===== config.mk =====
export PLATFORM = sky130hd
export DESIGN_NAME = sram_async_ctrl
export DESIGN_NICKNAME = d
export VERILOG_FILES = /design/src/rtl/sram_async_ctrl.sv
export SDC_FILE = /design/constraint.sdc
export NUM_CORES = 1
export LEC_CHECK = 0
export BUFFER_PORTS_ARGS = -buffer_cell sky130_fd_sc_hd__buf_4
export CAP_MARGIN = 20
export CORE_MARGIN = 5
export CORE_UTILIZATION = 30
export CTS_CLUSTER_SIZE = 8
export DETAILED_ROUTE_END_ITERATION = 8
export PLACE_DENSITY = 0.62
export SLEW_MARGIN = 20
export SYNTH_ARGS = -nofsm -noshare
export SYNTH_HDL_FRONTEND = slang
export SYNTH_SLANG_ARGS = --single-unit

===== constraint.sdc =====
create_clock -name clk -period 3.5 [get_ports clk]
set_input_delay 0.175 -clock clk [delete_from_list [all_inputs] [get_ports clk]]
set_output_delay 0.175 -clock clk [all_outputs]
set_load 0.02 [all_outputs]

===== src/rtl/sram_async_ctrl.sv =====
module sram_async_ctrl #(
  parameter int ADDR_W    = 17,
  parameter int DATA_W    = 8,
  parameter int CLK_NS    = 2,
  parameter int T_AA      = 10,
  parameter int T_OE      = 5,
  parameter int T_RC      = 10,
  parameter int T_WC      = 10,
  parameter int T_WP      = 7,
  parameter int T_AW      = 7,
  parameter int T_DW      = 5,
  parameter int T_WHZ     = 5,
  parameter int OE_LOW_WR = 0
) (
  input  logic              clk,
  input  logic              rst_n,
  input  logic              req,
  input  logic              req_wr,
  input  logic [ADDR_W-1:0] req_addr,
  input  logic [DATA_W-1:0] req_wdata,
  output logic [DATA_W-1:0] rd_data,
  output logic              done,
  output logic              err,
  output logic [ADDR_W-1:0] mem_addr,
  output logic              mem_cs_n,
  output logic              mem_we_n,
  output logic              mem_oe_n,
  output logic [DATA_W-1:0] mem_dq_out,
  output logic              mem_dq_oe,
  input  logic [DATA_W-1:0] mem_dq_in
);

  function automatic int cyc(input int ns);
    int c;
    c = (ns + CLK_NS - 1) / CLK_NS;
    return (c < 1) ? 1 : c;
  endfunction

  function automatic int imax(input int a, input int b);
    return (a > b) ? a : b;
  endfunction

  localparam int WP_NS  = (OE_LOW_WR != 0) ? imax(T_WP, T_WHZ + T_DW) : T_WP;
  localparam int RD_N   = imax(cyc(T_AA), cyc(T_OE));
  localparam int WR_N   = imax(imax(cyc(WP_NS), cyc(T_DW)), cyc(T_AW) - 1);
  localparam int RD_REC = imax(1, cyc(T_RC) - RD_N - 2);
  localparam int WR_REC = imax(1, cyc(T_WC) - WR_N - 2);
  localparam int CNT_W  = $clog2(imax(imax(RD_N, WR_N), imax(RD_REC, WR_REC)) + 1);
  localparam logic OE_WR = (OE_LOW_WR == 0);

  typedef enum logic [2:0] {S_IDLE, S_SETUP, S_STROBE, S_HOLD, S_REC} st_t;

  st_t              st;
  logic             op_wr;
  logic [CNT_W-1:0] cnt;

  wire cnt_end = (cnt == '0);

  always_ff @(posedge clk or negedge rst_n) begin
    if (!rst_n) begin
      st         <= S_IDLE;
      op_wr      <= 1'b0;
      cnt        <= '0;
      rd_data    <= '0;
      done       <= 1'b0;
      err        <= 1'b0;
      mem_addr   <= '0;
      mem_cs_n   <= 1'b1;
      mem_we_n   <= 1'b1;
      mem_oe_n   <= 1'b1;
      mem_dq_out <= '0;
      mem_dq_oe  <= 1'b0;
    end else begin
      done <= 1'b0;
      if (req && st != S_IDLE) err <= 1'b1;
      case (st)
        S_IDLE: if (req) begin
          st         <= S_SETUP;
          op_wr      <= req_wr;
          mem_addr   <= req_addr;
          mem_dq_out <= req_wdata;
        end
        S_SETUP: begin
          st       <= S_STROBE;
          mem_cs_n <= 1'b0;
          if (op_wr) begin
            mem_we_n  <= 1'b0;
            mem_oe_n  <= OE_WR;
            mem_dq_oe <= 1'b1;
            cnt       <= CNT_W'(WR_N - 1);
          end else begin
            mem_oe_n <= 1'b0;
            cnt      <= CNT_W'(RD_N - 1);
          end
        end
        S_STROBE: if (cnt_end) begin
          st       <= S_HOLD;
          mem_cs_n <= 1'b1;
          mem_we_n <= 1'b1;
          mem_oe_n <= 1'b1;
          if (!op_wr) rd_data <= mem_dq_in;
        end else begin
          cnt <= cnt - 1'b1;
        end
        S_HOLD: begin
          st        <= S_REC;
          mem_dq_oe <= 1'b0;
          cnt       <= op_wr ? CNT_W'(WR_REC - 1) : CNT_W'(RD_REC - 1);
        end
        S_REC: if (cnt_end) begin
          st   <= S_IDLE;
          done <= 1'b1;
        end else begin
          cnt <= cnt - 1'b1;
        end
        default: st <= S_IDLE;
      endcase
    end
  end

  p_read_no_we_r2: assert property (@(posedge clk) disable iff (!rst_n)
    (!op_wr && !mem_cs_n) |-> mem_we_n);

  p_oe_high_write_r3: assert property (@(posedge clk) disable iff (!rst_n)
    (OE_LOW_WR == 0 && !mem_we_n) |-> mem_oe_n);

  p_drive_write_only_r5: assert property (@(posedge clk) disable iff (!rst_n)
    mem_dq_oe |-> op_wr);

  p_bus_free_read_r5: assert property (@(posedge clk) disable iff (!rst_n)
    (!mem_oe_n && mem_we_n) |-> !mem_dq_oe);

  p_addr_hold_r6: assert property (@(posedge clk) disable iff (!rst_n)
    (!mem_cs_n && $past(!mem_cs_n)) |-> $stable(mem_addr));

  p_done_pulse_r7: assert property (@(posedge clk) disable iff (!rst_n)
    done |=> !done);

  p_err_sticky_r8: assert property (@(posedge clk) disable iff (!rst_n)
    err |=> err);

endmodule


Yosys cells after proc, flatten, opt, wreduce, memory -nomap -nowiden
Index checks and enable logic that the tools add are counted.
{ "word_totals": {"regBits": 46, "inputBits": 37, "out_inout_bits": 39, "wordCells": 55} }
{ "classes": {"n_addsub": 1, "n_eq_ne": 9, "mux": 17, "bitwise": 1, "n_reduce_logical": 15} }
{ "ops": {"columns": ["cell", "n"], "rows": [
  ["two-way mux 3 bit", 5],
  ["case mux 3 bit (5 select lines)", 1],
  ["!= test 2 bit (second input constant)", 5],
  ["case mux 3 bit (3 select lines)", 1],
  ["AND reduction 3 bit", 3],
  ["case mux 1 bit (2 select lines)", 4],
  ["AND reduction 2 bit", 4],
  ["equality test 3 x 2 -> 1 bit (second input constant)", 2],
  ["zero test 3 bit", 2],
  ["two-way mux 1 bit", 6],
  ["nonzero test 3 bit", 2],
  ["nonzero test 2 bit", 2],
  ["equality test 3 x 1 -> 1 bit (second input constant)", 1],
  ["equality test 3 bit (second input constant)", 1],
  ["subtractor 3 x 1 -> 3 bit (second input constant)", 1],
  ["OR reduction 2 bit", 1],
  ["logical AND 1 bit", 1],
  ["inverter 1 bit", 1]
]} }

Logic depth before layout (Yosys ltp)
Gate-level depths: netlist of the first run.
{ "depth": {"depth_word": 4, "ltp_mapped": 6, "ltp_nobuf": 6} }

Least setup slack after synthesis of the first run
Ideal clock, no wire load.
{ "synth_timing": {"kind": "register to register", "start": "register st[1]", "end": "register mem_addr[0]", "setup_time_ns": 0.125, "arrival_ns": 1.500, "required_ns": 3.375, "slack_ns": 1.875, "stages_incl_launch_ff": 5, "n_path_buf": 2, "period_less_slack_ns": 1.625, "path_cell_list": "dfrtp_1 buf_6 nor4b_4 buf_6 mux2_4"} }
{ "synth_between": {"elab_chain_len": 2} }
{ "synth_lines": {"columns": ["item", "line", "text"], "rows": [
  ["from (decl)", "53", "st_t st;"],
  ["from (signal assigned)", "61", "st <= S_IDLE;"],
  ["from (signal assigned)", "78", "st <= S_SETUP;"],
  ["from (signal assigned)", "84", "st <= S_STROBE;"],
  ["zero test 3 bit", "76", "case (st)"],
  ["AND reduction 2 bit (no line)", null, null],
  ["to (signal assigned)", "80", "mem_addr <= req_addr;"],
  ["to (decl)", "24", "output logic [ADDR_W-1:0] mem_addr,"]
]} }
Every way passes these cells.
A chain may end at the register's enable or synchronous reset.

Final worst setup path of the first run
{ "layout_timing": {"start": "register cnt[0]", "end": "register rd_data[7]"} }
{ "layout_between": {"elab_chain_len": 2} }
{ "layout_lines": {"columns": ["item", "line", "text"], "rows": [
  ["from (decl)", "55", "logic [CNT_W-1:0] cnt;"],
  ["from (signal assigned)", "90", "cnt <= CNT_W'(WR_N - 1);"],
  ["from (signal assigned)", "93", "cnt <= CNT_W'(RD_N - 1);"],
  ["from (signal assigned)", "103", "cnt <= cnt - 1'b1;"],
  ["zero test 3 bit", "57", "wire cnt_end = (cnt == '0);"],
  ["AND reduction 3 bit (no line)", null, null],
  ["to (signal assigned)", "101", "if (!op_wr) rd_data <= mem_dq_in;"],
  ["to (decl)", "21", "output logic [DATA_W-1:0] rd_data,"]
]} }
Every way passes these cells.

==> impl_results.md, run 1 <==
* Die area at 8410 sq um
* Post-route cell area at 2720 sq um
* Crit Path Category: reg -> reg
* Share of cells above drive strength 1 at 56.6%
* Total gr overflow at 0
* Die height at 91.7 um
* Clock root buffer: clkbuf_8
* Worst-margin pin slew at 574 ps
* Critical path depth at 6
* # Max-Cap Violations at 0
* Total track usage at 10.0%
* Most frequent cells in the layout: 77 x buf_4, 43 x dfrtp_1, 20 x mux2_4
* Core area at roughly 6400 sq um
* Worst Reg-to-Reg Cells at 6
* Final Total Pwr at between 2 and 3 mW
* RSZ-0062 raised after global routing: no
* Post-DP HPWL at 2.96 mm
* Required time worst endpoint at 3680 ps
* VDD IR max at 0.000334 V
* Antenna Nets Post-Route at 0
* Final worst path period share at between 50% and 60%
* Placed Cells at about 290
* Worst Path Arrival at 2050 ps
* Capture point of the worst path: rd_data[7]$_DFFE_PN0P_
* Fill count at between 600 and 700
* Count of final max-slew check failures at 0
* Post-CTS Setup Bufs at 0
* Lkg Pwr at 1.31 nW
* I/O pins at between 70 and 80
* Hold crit path type: in -> reg
* Clock sinks at 46
* Status: completed
* Row cnt at 29
* Worst setup SP type: register
* Synth top area cells: dfrtp_1 54%, mux2_4 15%, mux2_2 7.9%
* Mapped Cells at 140
* Crit Reg-Reg Startpoint: cnt[0]$_DFFE_PN0P_
* CP Max Fanout at 8
* Die Wd at 91.7 um
* TritonCTS clock tree: done
* Largest net degree at the start of global routing at 47
* Cts bufs inserted at 5
* Reg clk slew, reported paths at 90 ps
* CP endpoint kind: register
* CP top delay family: simple AND/OR/NAND/NOR gates
* Vias at about 1,300
* Post-layout min period at 1880 ps
* Pwr Density at 1000 nW/um^2
* ANT cells at 0
* Fin Clk Skew at about 9.0 ps
* Seq/Total Area, Yosys at 57.7%
* RR Endpoint: rd_data[7]$_DFFE_PN0P_
* Final hold violations at 0
* Placed inst area at 2630 sq um
* Cts-stage hold buffer count at 1
* PostCTS Resize Cnt at 0
* R2R setup slack at approximately 1600 ps
* Drt drc at 0
* Fmax at 0.533 GHz
* Setup-failing EPs final at 0
* Vias in the first global route at 1,445
* Routability Congestion at roughly 0.74
* Pre-CTS setup slack at 1630 ps
* Synth area leader: dfrtp_1
* Cell variety after synth at 31
* Clock Tree Buf Depth at 2
* Seq cells post-synth at 46
* Worst stage delay on the critical path at 410 ps
* Ys Warns at 0
* Vias per inst at ~4.5
* Buf/Inv on CP at 1
* First-pass GRT wire length at 6.89 mm
* Crit path from: cnt[0]$_DFFE_PN0P_
* Post-Syn Area per Cell at between 10 and 15 sq um
* Clk_lat worst skew at 290 ps
* Iteration-0 DRC Markers at 81
* Most common cell after layout, fill and taps aside: buf_4
* Wirelength, routed at around 4.1 mm
* Initial Util at 31.2%
* WL/cell at 13.7 um
* Nets at 257
* Post-route setup slack at 1620 ps
* Slowest cell on the critical path: mux2_2
* Pre-antenna DRT Iters at 3
* Setup tns final at 0 ps
* Mapped cell area at 2000 sq um
* Critical-path cell list: inv_1, ha_1, nand2b_1, nor3_2, nand3b_1, mux2_2
* Share of the synthesized area in the top cell type at 53.8%
* CTS H-Tree Depth at 2
* Post-synth net total at between 150 and 200
* Count of input and output buffers at 75
* Area Growth Syn to Fin at 36.1%
* Final cell count without fillers at 296
* Initial antenna violation count at 0
* Slew headroom at between 60% and 70%
## routing by layer
layer | up-vias | global-route usage, % | wire length [um]
met5 | - | 0 | 0
met4 | 0 | 2.60 | 32
met3 | 4 | 3.68 | 230
met2 | 40 | 16.9 | 1970
met1 | 644 | 12.2 | 1830
li1 | 640 | - | -
## stage by stage
stage	hold slack (ps)	utilization, %
2_1_floorplan	-121	-
3_3_place_gp	217	40.9
3_5_place_dp	224	40.9
4_1_cts	89.1	42.4
5_1_grt	88.3	42.4
6_report	103	42.4
## logic make-up (layout without fill, tap and decap cells)
kind of cell | count (synthesis) | count (layout) | share of synthesized area [%]
xor+xnor | 1 | 1 | 0.438
flops | 46 | 46 | 57.7
mux | 36 | 36 | 23.9
compound gates | 19 | 19 | 6.06
fa+ha+maj | 2 | 2 | 1.25
simple gates | 26 | 26 | 7.62
buf+inv | 10 | 89 | 3.06
## power breakdown
group,internal [mW],switching [mW],total [mW]
clock,0.141,0.177,0.317
combinational,0.744,0.637,1.38
sequential,0.806,0.222,1.03
## cell type report
class                           instances  area, sq um  share of cell area, %
Multi-Input combinational cell         84          786                   28.8
Tap cell                               77         96.3                   3.54
Clock buffer                            6         72.6                   2.66
Timing Repair Buffer                   78          588                   21.6
Sequential cell                        46         1150                   42.4
Inverter                                3         11.3                  0.413
Clock inverter                          2         15.0                  0.551
## Yosys cell counts, drive strengths merged
cell    number
o211ai       1
inv          3
and2         1
clkbuf       3
dfstp        3
nand3b       1
nand2b       4
nand3        1
o31ai        1
mux2i        2
mux2        34
a31oi        1
nor3         2
ha           2
dfrtp       43
o221a        1
buf          4
nand2        8
o22a         2
xnor2        1
nor4b        1
nor2         4
and3         1
a21oi        5
o311ai       1
o21a         1
nor2b        3
o21ai        6
## sequential cells by signal (all words and copies together) (netlist names)
signal and cells:
done 1, mem_we_n 1, mem_dq_oe 1, mem_cs_n 1
st 3, mem_dq_out 8, rd_data 8, mem_addr 17
op_wr 1, err 1, cnt 3, mem_oe_n 1
## worst min-delay path by stage
stage	from	end	slack, ps	cells after the start
5_1_grt	mem_dq_in[6]	rd_data[6]$_DFFE_PN0P_	90	2
6_report	req_wdata[5]	mem_dq_out[5]$_DFFE_PN0P_	100	2
3_3_place_gp	rst_n	mem_addr[13]$_DFFE_PN0P_	220	1
2_1_floorplan	rst_n	cnt[0]$_DFFE_PN0P_	-120	0
3_5_place_dp	rst_n	mem_addr[13]$_DFFE_PN0P_	220	1
4_1_cts	req_wdata[5]	mem_dq_out[5]$_DFFE_PN0P_	90	2
Power figures use the tool's default switching activity.
==> run 2, diff against run 1 <==
--- a/config.mk
+++ b/config.mk
@@ -11,7 +11,7 @@
 export CORE_UTILIZATION = 30
 export CTS_CLUSTER_SIZE = 8
 export DETAILED_ROUTE_END_ITERATION = 8
-export PLACE_DENSITY = 0.62
+export PLACE_DENSITY = 0.64
 export SLEW_MARGIN = 20
 export SYNTH_ARGS = -nofsm -noshare
 export SYNTH_HDL_FRONTEND = slang
==> constraint.sdc (replaced) <==
create_clock -name clk -period 1.7 [get_ports clk]
set_input_delay 0.085 -clock clk [delete_from_list [all_inputs] [get_ports clk]]
set_output_delay 0.085 -clock clk [all_outputs]
set_load 0.02 [all_outputs]
==> impl_results.md, run 2 (synthesis gave the netlist of run 1 again) <==
* Total gr overflow at 0
* Crit Reg-Reg Startpoint: cnt[0]$_DFFE_PN0P_
* Lkg Pwr at roughly 1.4 nW
* I/O pins at 76
* Crit Path Category: reg -> reg
* Post-DP HPWL at 3.01 mm
* Psw at 2.20 mW
* Slowest cell on the critical path: dfrtp_1
* Pint at between 3 and 4 mW
* Routability Congestion at 0.726
* Antenna Nets Post-Route at 0
* Largest register by flop count: mem_addr
* Pre-antenna DRT Iters at 4
* Sequential power share at around a third
* Clk_lat worst skew at 290 ps
* Fmax at around 0.64 GHz
* Vias at 1,372
* Count of final max-slew check failures at 0
* Clock root buffer: clkbuf_8
* Reg clk slew, reported paths at 90 ps
* Die Wd at 91.7 um
* Share of cells above drive strength 1 at between 50 and 60%
* Vias in the first global route at 1,442
* Combinational power share at 52.1%
* Clock Power Share at 13.5%
* Post-route setup slack at ~130 ps
* Most frequent cells in the layout: 80 x buf_4, 43 x dfrtp_1, 20 x mux2_4
* Placed Cells at between 200 and 300
* Worst setup SP type: register
* Pwr Density at between 2000 and 2500 nW/um^2
* Die height at 91.7 um
* TritonCTS clock tree: done
* Total track usage at 10.4%
* Required time worst endpoint at 1890 ps
* Clock sinks at 46
* Top flop regs: mem_addr (17), mem_dq_out (8), rd_data (8)
* Buf/Inv on CP at 2
* Slew headroom at 61.0%
* WL/cell at 14.0 um
* Hold crit path type: in -> reg
* Hold wc startpoint: req_wdata[4]
* Most common cell after layout, fill and taps aside: buf_4
* Fin Clk Skew at 5.67 ps
* Initial antenna violation count at 0
* CP top delay family: flip-flops
* First-pass GRT wire length at approximately 7.1 mm
* Final core occ at 44.1%
* Iteration-0 DRC Markers at 31
* Fill count at 594
* Worst Path Arrival at 1760 ps
* Row cnt at 29
* CTS H-Tree Depth at 2
* Wirelength, routed at around 4.2 mm
* Final cell count without fillers at ~300
* Largest net degree at the start of global routing at 47
* Cts bufs inserted at 5
* Status: completed
* Final worst path period share at 92.4%
* Worst stage delay on the critical path at 410 ps
* Post-layout min period at 1570 ps
* Clock Tree Buf Depth at 2
* Setup-failing EPs final at 0
* Final hold slack at 13.0 ps
* Switching portion of total power at 37.0%
* Max FFs per register at 17
* # Max-Cap Violations at 0
* Count of input and output buffers at 75
* RSZ-0062 raised after global routing: no
* VDD IR max at 0.000893 V
* Core area at around 6400 sq um
* Setup tns final at 0 ps
* Final hold violations at 0
* Area Growth Syn to Fin at 41.6%
* ANT cells at 0
* Die area at 8410 sq um
* Nets at between 200 and 300
* Pre-CTS setup slack at 38.1 ps
* Initial Util at between 30% and 40%
* Critical-path cell list: inv_2, ha_4, nand2b_4, nor3_4, nand3b_1, buf_4, mux2_2
* Vias per inst at 4.54
* CP endpoint kind: register
* CP Max Fanout at 8
* Worst-margin pin slew at 585 ps
* Crit path from: cnt[0]$_DFFE_PN0P_
* Drt drc at 0
-- run 2: worst reg2reg max path, delay by kind of cell (launching register included) --
family	cells	cell delay, ps
mux	1	280
buf+inv	2	260
fa+ha+maj	1	140
simple gates	3	380
flops	1	410
-- run 2: cell type report --
| class | count | area (sq um) | area share [%] |
|---|---|---|---|
| tap | 77 | 96.3 | 3.40 |
| clock inverter | 3 | 40.0 | 1.41 |
| clock buffer | 5 | 68.8 | 2.43 |
| inverter | 3 | 11.3 | 0.397 |
| sequential | 46 | 1150 | 40.8 |
| timing repair buffer | 84 | 651 | 23.0 |
| multi-input combinational | 84 | 812 | 28.7 |
-- run 2: stage by stage --
step	power, mW	area (sq um)
2_1_floorplan	4.01	2000
3_3_place_gp	5.07	2660
3_5_place_dp	5.11	2660
4_1_cts	5.94	2780
5_1_grt	6.33	2830
6_report	5.93	2830
-- run 2: worst paths after layout --
kind / slack [ps] / to / cells after the start
min reg2reg: 480 / mem_we_n$_DFFE_PN1P_ / 2
max reg2reg: 130 / rd_data[4]$_DFFE_PN0P_ / 7
min: 10 / mem_dq_out[4]$_DFFE_PN0P_ / 2
min in group asynchronous: 340 / done$_DFF_PN0_ / 2
max in group asynchronous: 970 / cnt[0]$_DFFE_PN0P_ / 2
max: 130 / rd_data[4]$_DFFE_PN0P_ / 7
-- run 2: layer usage --
layer / part of all wire, % / track usage (%)
met5: 0 / 0
met4: 1.4 / 3.71
met3: 8.2 / 4.26
met2: 48 / 16.7
met1: 42 / 12.7
-- run 2: repair_timing --
| action | in CTS | in global routing |
|---|---|---|
| setup buffers | 0 | 1 |
| resized for setup | 0 | 7 |
| hold buffers | 1 | 2 |
| endpoints found under the setup margin | 0 | 8 |
| hold endpoints to repair | 43 | 2 |
-- run 2: power groups by stage --
stage	clock, mW	sequential (mW)	combinational, mW
2_1_floorplan	0	2.52	1.49
3_3_place_gp	0	2.04	3.02
3_5_place_dp	0	2.04	3.07
4_1_cts	0.836	2.03	3.08
5_1_grt	0.877	2.12	3.34
6_report	0.802	2.04	3.09
